`src/rtl/sled_pkg.sv`:
```
package sled_pkg;

   typedef enum logic [1:0] {
      SLED_DATA = 2'd0,
      SLED_DIV  = 2'd1,
      SLED_DLY  = 2'd2,
      SLED_MODE = 2'd3
   } sled_addr_e;

   localparam int SLED_FLASH_BIT = 1;
   localparam int SLED_ALT_BIT   = 0;

endpackage

```
`src/rtl/sled_regs.sv`:
```
module sled_regs
   import sled_pkg::*;
#(
   parameter int DIV_W = 2,
   parameter int DLY_W = 5
) (
   input  logic             clk,
   input  logic             rst_n,
   input  logic             wr,
   input  logic [1:0]       addr,
   input  logic [DIV_W-1:0] wdata_div,
   input  logic [DLY_W-1:0] wdata_dly,
   input  logic [1:0]       wdata_mode,
   input  logic             busy,
   output logic [DIV_W-1:0] div_q,
   output logic [DLY_W-1:0] dly_q,
   output logic             flash_q,
   output logic             alt_q,
   output logic             data_go
);

   sled_addr_e sel;
   assign sel = sled_addr_e'(addr);

   // a data write only launches a frame in manual mode and when idle
   assign data_go = wr && (sel == SLED_DATA) && !busy && !flash_q;

   always_ff @(posedge clk or negedge rst_n) begin
      if (!rst_n) begin
         div_q   <= '0;
         dly_q   <= '0;
         flash_q <= 1'b0;
         alt_q   <= 1'b0;
      end else if (wr) begin
         case (sel)
            SLED_DIV:  div_q <= wdata_div;
            SLED_DLY:  dly_q <= wdata_dly;
            SLED_MODE: if (!busy) begin
               flash_q <= wdata_mode[SLED_FLASH_BIT];
               alt_q   <= wdata_mode[SLED_ALT_BIT];
            end
            default: ;
         endcase
      end
   end

endmodule

```
`src/rtl/sled_timing.sv`:
```
module sled_timing #(
   parameter int DIV_W = 2,
   parameter int DLY_W = 5,
   parameter int PH_W  = 5
) (
   input  logic             clk,
   input  logic             rst_n,
   input  logic             start,
   input  logic             run,
   input  logic [DIV_W-1:0] div_sel,
   input  logic [DLY_W-1:0] dly_val,
   output logic             sclk,
   output logic             load_stb,
   output logic             end_stb
);

   function automatic logic [PH_W-1:0] half_of(input logic [DIV_W-1:0] d);
      return PH_W'(2 << d);
   endfunction

   function automatic logic [PH_W-1:0] last_of(input logic [DIV_W-1:0] d);
      return PH_W'((4 << d) - 1);
   endfunction

   logic [PH_W-1:0]  ph_q;
   logic [DIV_W-1:0] div_l;
   logic [PH_W-1:0]  dly_l;
   logic [PH_W-1:0]  lim_c;
   logic [PH_W-1:0]  dly_c;

   // clamp the delay so data settles before the rising edge
   always_comb begin
      lim_c = half_of(div_sel) - PH_W'(2);
      if (32'(dly_val) > 32'(lim_c)) dly_c = lim_c;
      else                           dly_c = PH_W'(dly_val);
   end

   always_ff @(posedge clk or negedge rst_n) begin
      if (!rst_n) begin
         ph_q  <= '0;
         div_l <= '0;
         dly_l <= '0;
      end else if (start) begin
         ph_q  <= '0;
         div_l <= div_sel;
         dly_l <= dly_c;
      end else if (run) begin
         ph_q  <= (ph_q == last_of(div_l)) ? '0 : ph_q + PH_W'(1);
      end
   end

   assign sclk     = run && (ph_q >= half_of(div_l));
   assign load_stb = run && (ph_q == dly_l);
   assign end_stb  = run && (ph_q == last_of(div_l));

endmodule

```
`src/rtl/sled_shift.sv`:
```
module sled_shift #(
   parameter int NBITS = 17
) (
   input  logic             clk,
   input  logic             rst_n,
   input  logic             manual_go,
   input  logic [NBITS-1:0] wr_pattern,
   input  logic             flash,
   input  logic [NBITS-1:0] chan,
   input  logic             load_stb,
   input  logic             end_stb,
   output logic             busy,
   output logic             start,
   output logic             sdata,
   output logic [NBITS-1:0] last_pat
);

   localparam int CNT_W = $clog2(NBITS);

   logic [NBITS-1:0] shreg_q;
   logic [CNT_W-1:0] bitcnt_q;
   logic             flash_go;
   logic [NBITS-1:0] next_pat;

   assign flash_go = flash && (chan != last_pat);
   assign start    = !busy && (manual_go || flash_go);
   assign next_pat = manual_go ? wr_pattern : chan;

   always_ff @(posedge clk or negedge rst_n) begin
      if (!rst_n) begin
         busy     <= 1'b0;
         sdata    <= 1'b0;
         shreg_q  <= '0;
         bitcnt_q <= '0;
         last_pat <= '0;
      end else if (start) begin
         busy     <= 1'b1;
         shreg_q  <= next_pat;
         last_pat <= next_pat;
         bitcnt_q <= CNT_W'(NBITS - 1);
      end else if (busy) begin
         if (load_stb) begin
            sdata   <= shreg_q[NBITS-1];
            shreg_q <= {shreg_q[NBITS-2:0], 1'b0};
         end
         if (end_stb) begin
            if (bitcnt_q == '0) begin
               busy  <= 1'b0;
               sdata <= 1'b0;
            end else begin
               bitcnt_q <= bitcnt_q - CNT_W'(1);
            end
         end
      end
   end

endmodule

```
`src/rtl/serial_led_shifter.sv`:
```
module serial_led_shifter
   import sled_pkg::*;
#(
   parameter int NBITS    = 17,
   parameter int DIV_W    = 2,
   parameter int DLY_W    = 5,
   parameter int DATA_W   = 32,
   parameter int BUSY_BIT = 31
) (
   input  logic              clk,
   input  logic              rst_n,
   input  logic              reg_wr,
   input  logic [1:0]        reg_addr,
   input  logic [DATA_W-1:0] reg_wdata,
   output logic [DATA_W-1:0] reg_rdata,
   input  logic [NBITS-1:0]  chan_lvl,
   output logic              sclk_o,
   output logic              sdata_o
);

   localparam int MAX_DIV = 4 << ((1 << DIV_W) - 1);
   localparam int PH_W    = $clog2(MAX_DIV);

   if (NBITS < 2 || NBITS > BUSY_BIT) begin : g_bad_nbits
      $error("NBITS must lie between 2 and BUSY_BIT");
   end
   if (BUSY_BIT >= DATA_W) begin : g_bad_busy
      $error("BUSY_BIT must lie inside the data word");
   end
   if (DIV_W < 1 || DIV_W > 3) begin : g_bad_div
      $error("DIV_W must be 1 to 3");
   end
   if (DLY_W > DATA_W || DIV_W > DATA_W) begin : g_bad_fields
      $error("register fields wider than the data word");
   end

   logic [DIV_W-1:0] div_q;
   logic [DLY_W-1:0] dly_q;
   logic             flash_q;
   logic             alt_q;
   logic             data_go;
   logic             busy;
   logic             start;
   logic             load_stb;
   logic             end_stb;
   logic [NBITS-1:0] last_pat;

   wire unused_wdata = ^reg_wdata;

   sled_regs #(.DIV_W(DIV_W), .DLY_W(DLY_W)) i_regs (
      .clk        (clk),
      .rst_n      (rst_n),
      .wr         (reg_wr),
      .addr       (reg_addr),
      .wdata_div  (reg_wdata[DIV_W-1:0]),
      .wdata_dly  (reg_wdata[DLY_W-1:0]),
      .wdata_mode (reg_wdata[1:0]),
      .busy       (busy),
      .div_q      (div_q),
      .dly_q      (dly_q),
      .flash_q    (flash_q),
      .alt_q      (alt_q),
      .data_go    (data_go)
   );

   sled_timing #(.DIV_W(DIV_W), .DLY_W(DLY_W), .PH_W(PH_W)) i_timing (
      .clk      (clk),
      .rst_n    (rst_n),
      .start    (start),
      .run      (busy),
      .div_sel  (div_q),
      .dly_val  (dly_q),
      .sclk     (sclk_o),
      .load_stb (load_stb),
      .end_stb  (end_stb)
   );

   sled_shift #(.NBITS(NBITS)) i_shift (
      .clk        (clk),
      .rst_n      (rst_n),
      .manual_go  (data_go),
      .wr_pattern (reg_wdata[NBITS-1:0]),
      .flash      (flash_q),
      .chan       (chan_lvl),
      .load_stb   (load_stb),
      .end_stb    (end_stb),
      .busy       (busy),
      .start      (start),
      .sdata      (sdata_o),
      .last_pat   (last_pat)
   );

   always_comb begin
      reg_rdata = '0;
      case (sled_addr_e'(reg_addr))
         SLED_DATA: begin
            reg_rdata[NBITS-1:0] = last_pat;
            reg_rdata[BUSY_BIT]  = busy;
         end
         SLED_DIV:  reg_rdata[DIV_W-1:0] = div_q;
         SLED_DLY:  reg_rdata[DLY_W-1:0] = dly_q;
         SLED_MODE: begin
            reg_rdata[SLED_FLASH_BIT] = flash_q;
            reg_rdata[SLED_ALT_BIT]   = alt_q;
         end
         default: ;
      endcase
   end

endmodule

```
`config.mk`:
```
export PLATFORM = sky130hd
export DESIGN_NAME = serial_led_shifter
export DESIGN_NICKNAME = d
export VERILOG_FILES = /design/src/rtl/sled_pkg.sv /design/src/rtl/sled_regs.sv /design/src/rtl/sled_timing.sv /design/src/rtl/sled_shift.sv /design/src/rtl/serial_led_shifter.sv
export SDC_FILE = /design/constraint.sdc
export NUM_CORES = 1
export LEC_CHECK = 0
export CAP_MARGIN = 20
export CORE_MARGIN = 3
export CORE_UTILIZATION = 40
export DETAILED_ROUTE_END_ITERATION = 16
export GPL_ROUTABILITY_DRIVEN = 0
export HOLD_SLACK_MARGIN = 0.08
export PLACE_DENSITY = 0.68
export SLEW_MARGIN = 20
export SYNTH_ARGS = -nofsm -noshare
export SYNTH_HDL_FRONTEND = slang
export SYNTH_HIERARCHICAL = 1
export SYNTH_SLANG_ARGS = --single-unit
```
`constraint.sdc`:
```
create_clock -name clk -period 2.4 [get_ports clk]
set_input_delay 0.24 -clock clk [delete_from_list [all_inputs] [get_ports clk]]
set_output_delay 0.24 -clock clk [all_outputs]
set_load 0.02 [all_outputs]
```
==> impl_metrics.xml, run 1 <==
<?xml version="1.0" encoding="UTF-8"?>
<metrics>
  <group name="status">
    <metric name="result_of_the_run" unit="">finished clean</metric>
  </group>
  <group name="global_route">
    <metric name="first_global_vias" unit="">3188</metric>
    <metric name="wire_length_of_the_first_global_routing_pass" unit="um">15640</metric>
    <metric name="pin_count_of_the_biggest_net_entering_global_routing" unit="">36</metric>
    <metric name="track_usage" unit="%">17.54</metric>
    <metric name="grt_antenna_before_repair" unit="">0</metric>
    <metric name="grt-ovfl-total" unit="">0</metric>
  </group>
  <group name="floorplanning">
    <metric name="dieHeight" unit="um">104.6</metric>
    <metric name="dieArea" unit="um^2">10930</metric>
    <metric name="effective_utilization_at_floorplan" unit="%">41.65</metric>
    <metric name="die_w" unit="um">104.6</metric>
    <metric name="io_pins" unit="">88</metric>
    <metric name="num_rows" unit="">35</metric>
    <metric name="core_region_area" unit="um^2">9328</metric>
  </group>
  <group name="pwr">
    <metric name="pwr_density_cell" unit="nW/um^2">736.5</metric>
    <metric name="p_leak" unit="uW">0.002098</metric>
    <metric name="ir_worst_vdd" unit="mV">0.2826</metric>
    <metric name="fin_total_pwr" unit="uW">3597</metric>
  </group>
  <group name="finish">
    <metric name="layout.cells.most_common" unit="">sky130_fd_sc_hd__dfrtp_1</metric>
    <metric name="post_route_cells_drive_above_1_share" unit="%">17.39</metric>
    <metric name="num_antenna_cells" unit="">0</metric>
    <metric name="fillCellCount" unit="">849</metric>
    <metric name="layout-area-overhead-vs-synth" unit="%">25.73</metric>
    <metric name="multi_input_comb_area" unit="um^2">2097</metric>
    <metric name="sequential_cell_area" unit="um^2">1551</metric>
    <metric name="fin_nets" unit="">545</metric>
    <metric name="commonest_cells_after_routing_fill_and_taps_aside" unit="">62 x sky130_fd_sc_hd__dfrtp_1, 56 x sky130_fd_sc_hd__clkdlybuf4s50_1, 42 x sky130_fd_sc_hd__nand2_1</metric>
  </group>
  <group name="synth">
    <metric name="netlist.area_leader.share" unit="%">39.94</metric>
    <metric name="ys_seq_area_share" unit="%">39.94</metric>
    <metric name="synth.avg_cell_area" unit="um^2">9.640</metric>
    <metric name="synth_seq_cells" unit="">62</metric>
    <metric name="ys_top_cells_by_area" unit="">sky130_fd_sc_hd__dfrtp_1 40%, sky130_fd_sc_hd__mux2i_1 5.9%, sky130_fd_sc_hd__nand2_1 4.1%, sky130_fd_sc_hd__xor2_1 3.8%, sky130_fd_sc_hd__mux2_2 3.8%</metric>
    <metric name="yosys_warnings" unit="">6</metric>
    <metric name="synth-async-reset-ratio" unit="%">100.0</metric>
    <metric name="synth.largest_area_cell" unit="">sky130_fd_sc_hd__dfrtp_1</metric>
    <metric name="post_synth_inst_count" unit="">403</metric>
    <metric name="synth_enable_flop_cells" unit="">0</metric>
    <metric name="mappedNetlistArea" unit="um^2">3885</metric>
    <metric name="synth_flop_cell" unit="">sky130_fd_sc_hd__dfrtp_1</metric>
    <metric name="yosysUniqueCellTypes" unit="">62</metric>
  </group>
  <group name="drt">
    <metric name="vias" unit="">3173</metric>
    <metric name="drt_first_pass_iters" unit="">4</metric>
    <metric name="drt_iter0_drc" unit="">149</metric>
    <metric name="routed_via_density" unit="">5.185</metric>
    <metric name="final_antenna_net_count" unit="">0</metric>
    <metric name="post_drt_wl_per_cell" unit="um">15.14</metric>
    <metric name="drt_wl_total" unit="um">9268</metric>
    <metric name="drc" unit="">0</metric>
  </group>
  <group name="sta">
    <metric name="finalWorstSetupSlack" unit="ns">0.08266</metric>
    <metric name="timing_worst_slew_pin_value" unit="ns">0.5184</metric>
    <metric name="timing.final.crit_share" unit="%">96.56</metric>
    <metric name="grt_setup_unrepaired" unit="">true</metric>
    <metric name="clock_skew" unit="ns">0.007099</metric>
    <metric name="period_minus_slack" unit="ns">2.317</metric>
    <metric name="setup_violations" unit="">0</metric>
    <metric name="max_slew_margin" unit="%">65.15</metric>
    <metric name="hold_violations" unit="">0</metric>
    <metric name="fmaxAchievable" unit="MHz">431.5</metric>
    <metric name="final_slew_viol_count" unit="">0</metric>
  </group>
  <group name="critical_path">
    <metric name="arrival" unit="ns">2.08</metric>
    <metric name="path_class" unit="">register to primary output</metric>
    <metric name="timing.critical_path.required" unit="ns">2.16</metric>
    <metric name="maximum_fanout_count_along_the_critical_path" unit="">2</metric>
    <metric name="setup.worst_path.end_class" unit="">primary output</metric>
    <metric name="launching_element_type_of_the_critical_path" unit="">register</metric>
  </group>
  <group name="clock_tree">
    <metric name="clkSlewWorstSetupHoldPaths" unit="ns">0.06</metric>
    <metric name="numClockSinks" unit="">62</metric>
    <metric name="cts.path.max_buffers" unit="">2</metric>
    <metric name="tritoncts" unit="">done</metric>
    <metric name="numCtsBuffers" unit="">9</metric>
    <metric name="clockRootBuffer" unit="">sky130_fd_sc_hd__clkbuf_8</metric>
    <metric name="clk_latency" unit="ns">0.34</metric>
    <metric name="cts.htree.levels" unit="">3</metric>
    <metric name="cts_setup_buffers" unit="">0</metric>
  </group>
  <group name="min_path">
    <metric name="holdCritPathClass" unit="">primary input to asynchronous set/reset pin</metric>
  </group>
  <group name="placement">
    <metric name="detailedPlacementHpwl" unit="um">6919</metric>
    <metric name="place_ws" unit="ns">-0.01228</metric>
    <metric name="place.port_buffers" unit="">58</metric>
  </group>
  <group name="run">
    <metric name="cap_violations" unit="">0</metric>
  </group>
</metrics>
[worst paths after layout]
path	startpoint	to	slack, ns	cells past startpoint
setup / recovery	i_timing/div_l[1]	sclk_o	0.08	7
hold / removal	rst_n	i_timing/dly_l[1]	0.48	3
setup reg to reg	i_timing/ph_q[1]	i_shift/bitcnt_q[3]	0.16	9
hold reg to reg	i_shift/shreg_q[11]	i_shift/shreg_q[12]	0.51	2
max in group asynchronous	rst_n	i_shift/shreg_q[6]	1.62	3
min in group clk	i_shift/shreg_q[11]	i_shift/shreg_q[12]	0.51	2
[layer usage]
| metal | share of wire, % | vias up | global-route usage, % | wire length (um) |
|---|---|---|---|---|
| met3 | 4.4 | 4 | 4.571 | 411 |
| met1 | 45 | 1557 | 23.07 | 4211 |
| met4 | 0.62 | 0 | 3.704 | 57 |
| met5 | 0 | - | 0 | 0 |
| li1 | - | 1528 | - | - |
| met2 | 49 | 84 | 29.15 | 4587 |
[registers in the layout, summed over array words and instances, names as in the netlist]
| register | cells |
|---|---|
| i_shift/sdata | 1 |
| i_regs/flash_q | 1 |
| i_shift/shreg_q | 17 |
| i_timing/dly_l | 5 |
| i_regs/div_q | 2 |
| i_shift/last_pat | 17 |
| i_shift/bitcnt_q | 5 |
| i_regs/dly_q | 5 |
| i_shift/busy | 1 |
| i_timing/div_l | 2 |
| i_regs/alt_q | 1 |
| i_timing/ph_q | 5 |
[synth_stat cells (all sizes together) (2+ instances only)]
cell type  count
dfrtp         62
nand2         42
o21ai         35
inv           24
nor2          24
mux2i         23
buf           21
and2          17
xor2          17
o211ai        15
mux2          14
clkbuf        12
ha            11
nor4           9
xnor2          8
nand3          7
nand4          7
nand2b         6
o21a           5
a21oi          4
nor3b          3
o21bai         3
a211oi         2
a31o           2
conb           2
mux4           2
nand3b         2
nand4b         2
nor4b          2
o41ai          2
or2            2
[repair_timing]
action,4_1_cts,5_1_grt
hold buffers,1,0
resized for setup,4,2
endpoints found under the setup margin,1,4
gates cloned,0,0
endpoints found under the hold margin,62,0
[worst max-delay path: stages (launching register included)]
cell and delay [ns]:
sky130_fd_sc_hd__dfrtp_1 0.37, sky130_fd_sc_hd__or2_2 0.29, sky130_fd_sc_hd__ha_1 0.28, sky130_fd_sc_hd__o21a_1 0.18
sky130_fd_sc_hd__o21a_1 0.16, sky130_fd_sc_hd__o21a_1 0.16, sky130_fd_sc_hd__o21a_1 0.16, sky130_fd_sc_hd__buf_2 0.15
[stage by stage]
step	area (um^2)	TNS [ns]	utilization [%]	std cells	hold slack [ns]
floorplan	3934	0	-	416	-0.05559
global placement	4703	0	50.42	597	0.3182
detailed placement	4703	-0.02446	50.42	597	0.3059
CTS	4882	0	52.34	612	0.4893
global route	4885	-0.005918	52.37	612	0.5135
finish	4885	0	52.37	612	0.4805
[where the power goes]
group	internal, uW	switching (uW)
clock network	447	377
registers	1320	261
logic	614	576
total	2380	1210
[final cells by class]
class | instances | share of cell area [%]
Tap cell | 129 | 3.304
Clock buffer | 13 | 3.458
Multi-Input combinational cell | 297 | 42.93
Inverter | 24 | 1.895
Clock inverter | 1 | 0.1025
Timing Repair Buffer | 86 | 16.55
Sequential cell | 62 | 31.76
[logic make-up after synthesis]
family                   Yosys count  synth area share [%]
multiplexers                      39                 11.24
other                              2                0.1933
XOR/XNOR                          25                 5.636
AO/OA/AOI/OAI                     77                 13.40
buffers and inverters             57                 7.568
AND/OR/NAND/NOR                  130                 18.49
flip-flops                        62                 39.94
adder cells (fa/ha/maj)           11                 3.543
Power figures use the tool's default switching activity.
==> inputs of run 2 (changes only) <==
==> constraint.sdc (replaced) <==
create_clock -name clk -period 2.4 [get_ports clk]
set_input_delay 0.48 -clock clk [delete_from_list [all_inputs] [get_ports clk]]
set_output_delay 0.48 -clock clk [all_outputs]
set_load 0.02 [all_outputs]
==> run 2 against run 1 <==
Net effect: the run now ends with negative setup slack left; first-iteration DRC count grew 17%; via count grew 1.8%; clock power fell by 8.6%; largest power group unchanged.
==> impl_metrics.xml, run 2 (same netlist as run 1, synthesis figures left out) <==
<?xml version="1.0" encoding="UTF-8"?>
<metrics>
  <group name="finish">
    <metric name="stdcell_area" unit="um^2">4960</metric>
    <metric name="num_antenna_cells" unit="">0</metric>
    <metric name="layout.cells.most_common" unit="">sky130_fd_sc_hd__dfrtp_1</metric>
    <metric name="stdcell_count" unit="">620</metric>
    <metric name="layout_top_registers" unit="">i_shift/last_pat (17), i_shift/shreg_q (17)</metric>
    <metric name="fin_nets" unit="">552</metric>
    <metric name="post_route_cells_drive_above_1_share" unit="%">19.76</metric>
    <metric name="commonest_cells_after_routing_fill_and_taps_aside" unit="">62 x sky130_fd_sc_hd__dfrtp_1, 42 x sky130_fd_sc_hd__nand2_1, 37 x sky130_fd_sc_hd__clkdlybuf4s50_1</metric>
    <metric name="layout-area-overhead-vs-synth" unit="%">27.67</metric>
    <metric name="postLayoutCoreUtil" unit="%">53.17</metric>
  </group>
  <group name="sta">
    <metric name="final_slew_viol_count" unit="">0</metric>
    <metric name="tns" unit="ns">-0.06545</metric>
    <metric name="max_slew_margin" unit="%">63.63</metric>
    <metric name="hold_violations" unit="">0</metric>
    <metric name="timing.final.crit_share" unit="%">102.7</metric>
    <metric name="clock_skew" unit="ns">0.005146</metric>
    <metric name="fmaxAchievable" unit="MHz">405.6</metric>
    <metric name="setup_violations" unit="">1</metric>
    <metric name="finalWorstSetupSlack" unit="ns">-0.06545</metric>
    <metric name="grt_setup_unrepaired" unit="">true</metric>
    <metric name="timing_worst_slew_pin_value" unit="ns">0.5455</metric>
    <metric name="period_minus_slack" unit="ns">2.465</metric>
  </group>
  <group name="floorplanning">
    <metric name="num_rows" unit="">35</metric>
    <metric name="core_region_area" unit="um^2">9328</metric>
    <metric name="die_w" unit="um">104.6</metric>
    <metric name="dieHeight" unit="um">104.6</metric>
    <metric name="io_pins" unit="">88</metric>
    <metric name="dieArea" unit="um^2">10930</metric>
    <metric name="effective_utilization_at_floorplan" unit="%">41.65</metric>
  </group>
  <group name="min_path">
    <metric name="holdCritPathClass" unit="">primary input to asynchronous set/reset pin</metric>
  </group>
  <group name="drt">
    <metric name="drt_iter0_drc" unit="">174</metric>
    <metric name="post_drt_wl_per_cell" unit="um">14.87</metric>
    <metric name="drc" unit="">0</metric>
    <metric name="wl_met3" unit="um">373</metric>
    <metric name="drt-met1-wl" unit="um">4126</metric>
    <metric name="drt_first_pass_iters" unit="">4</metric>
    <metric name="vias" unit="">3229</metric>
    <metric name="route.top_layer_used" unit="">met4</metric>
    <metric name="final_antenna_net_count" unit="">0</metric>
    <metric name="drt_wl_total" unit="um">9221</metric>
    <metric name="metal2_wl" unit="um">4604</metric>
    <metric name="routed_via_density" unit="">5.208</metric>
  </group>
  <group name="clock_tree">
    <metric name="clkSlewWorstSetupHoldPaths" unit="ns">0.06</metric>
    <metric name="clk_latency" unit="ns">0.34</metric>
    <metric name="numCtsBuffers" unit="">9</metric>
    <metric name="cts.path.max_buffers" unit="">2</metric>
    <metric name="cts.htree.levels" unit="">3</metric>
    <metric name="tritoncts" unit="">done</metric>
    <metric name="cts_hold_buffers" unit="">0</metric>
    <metric name="clockRootBuffer" unit="">sky130_fd_sc_hd__clkbuf_8</metric>
    <metric name="numClockSinks" unit="">62</metric>
  </group>
  <group name="global_route">
    <metric name="grt_antenna_before_repair" unit="">0</metric>
    <metric name="track_usage" unit="%">17.27</metric>
    <metric name="first_global_vias" unit="">3243</metric>
    <metric name="pin_count_of_the_biggest_net_entering_global_routing" unit="">42</metric>
    <metric name="grt-ovfl-total" unit="">0</metric>
    <metric name="wire_length_of_the_first_global_routing_pass" unit="um">15480</metric>
  </group>
  <group name="critical_path">
    <metric name="maximum_fanout_count_along_the_critical_path" unit="">2</metric>
    <metric name="worst_r2r_endpoint" unit="">i_shift/bitcnt_q[3]</metric>
    <metric name="setup.worst_path.end_class" unit="">primary output</metric>
    <metric name="path_class" unit="">register to primary output</metric>
    <metric name="launching_element_type_of_the_critical_path" unit="">register</metric>
    <metric name="r2r.worst_path.cells" unit="">10</metric>
    <metric name="arrival" unit="ns">1.99</metric>
    <metric name="timing.critical_path.required" unit="ns">1.92</metric>
    <metric name="r2r_setup_slack" unit="ns">0.22</metric>
    <metric name="crit-reg2reg-launch" unit="">i_timing/ph_q[1]</metric>
  </group>
  <group name="status">
    <metric name="result_of_the_run" unit="">finished, violations left</metric>
    <metric name="violations" unit="">negative setup slack</metric>
  </group>
  <group name="placement">
    <metric name="placed_cell_area" unit="um^2">4761</metric>
    <metric name="detailedPlacementHpwl" unit="um">6736</metric>
    <metric name="place.port_buffers" unit="">58</metric>
    <metric name="post-place-cells" unit="">603</metric>
  </group>
  <group name="pwr">
    <metric name="fin_total_pwr" unit="uW">3581</metric>
    <metric name="pwr_density_cell" unit="nW/um^2">722.0</metric>
    <metric name="p_leak" unit="uW">0.002217</metric>
    <metric name="ir_worst_vdd" unit="mV">0.3973</metric>
  </group>
  <group name="run">
    <metric name="cap_violations" unit="">0</metric>
  </group>
</metrics>
## run 2: how the worst max path moves through the flow
stage	to	slack (ns)	startpoint
after detailed placement	i_shift/shreg_q[4]	-0.27	reg_addr[0]
after global placement	reg_rdata[0]	-0.26	reg_addr[0]
final	sclk_o	-0.07	i_timing/div_l[0]
after floorplan	i_timing/dly_l[4]	0.07	reg_addr[0]
after global routing	sclk_o	-0.14	i_timing/div_l[1]
after CTS	sclk_o	-0.09	i_timing/div_l[1]
## run 2: critical path, cell delays in order (launching register included)
cell and delay [ns]:
sky130_fd_sc_hd__dfrtp_1 0.38, sky130_fd_sc_hd__or2_4 0.26, sky130_fd_sc_hd__ha_4 0.20, sky130_fd_sc_hd__o21a_1 0.18
sky130_fd_sc_hd__o21a_1 0.16, sky130_fd_sc_hd__o21a_1 0.16, sky130_fd_sc_hd__o21a_1 0.17, sky130_fd_sc_hd__buf_6 0.13
## run 2: layer usage
layer | track usage, % | up-vias
met5 | 0 | -
met4 | 6.268 | 0
met3 | 3.582 | 16
met2 | 28.97 | 76
met1 | 21.99 | 1591
li1 | - | 1546
## run 2: where the power goes
part	internal, uW	switching, uW	total [uW]
Clock	367	385	752
Sequential	1320	241	1570
Combinational	645	619	1260
## run 2: layout make-up
| class | instances | area (um^2) |
|---|---|---|
| tap | 129 | 161.4 |
| inverter | 24 | 92.59 |
| multi-input combinational | 297 | 2138 |
| clock buffer | 13 | 138.9 |
| clock inverter | 2 | 10.01 |
| timing repair buffer | 93 | 867.1 |
| sequential | 62 | 1551 |
| fill | 857 | 4368 |
## run 2: timing repair
item	in CTS	in global routing
resized for setup	31	12
pin swaps	0	1
setup endpoints to repair	19	14
buffers inserted	0	2
## run 2: metrics by stage
stage	hold WS, ns	worst slack [ns]
global route	0.1478	-0.1446
finish	0.1173	-0.06545
detailed placement	0.4929	-0.2687
floorplan	0.1844	0.07051
CTS	0.1268	-0.09233
global placement	0.4825	-0.2636
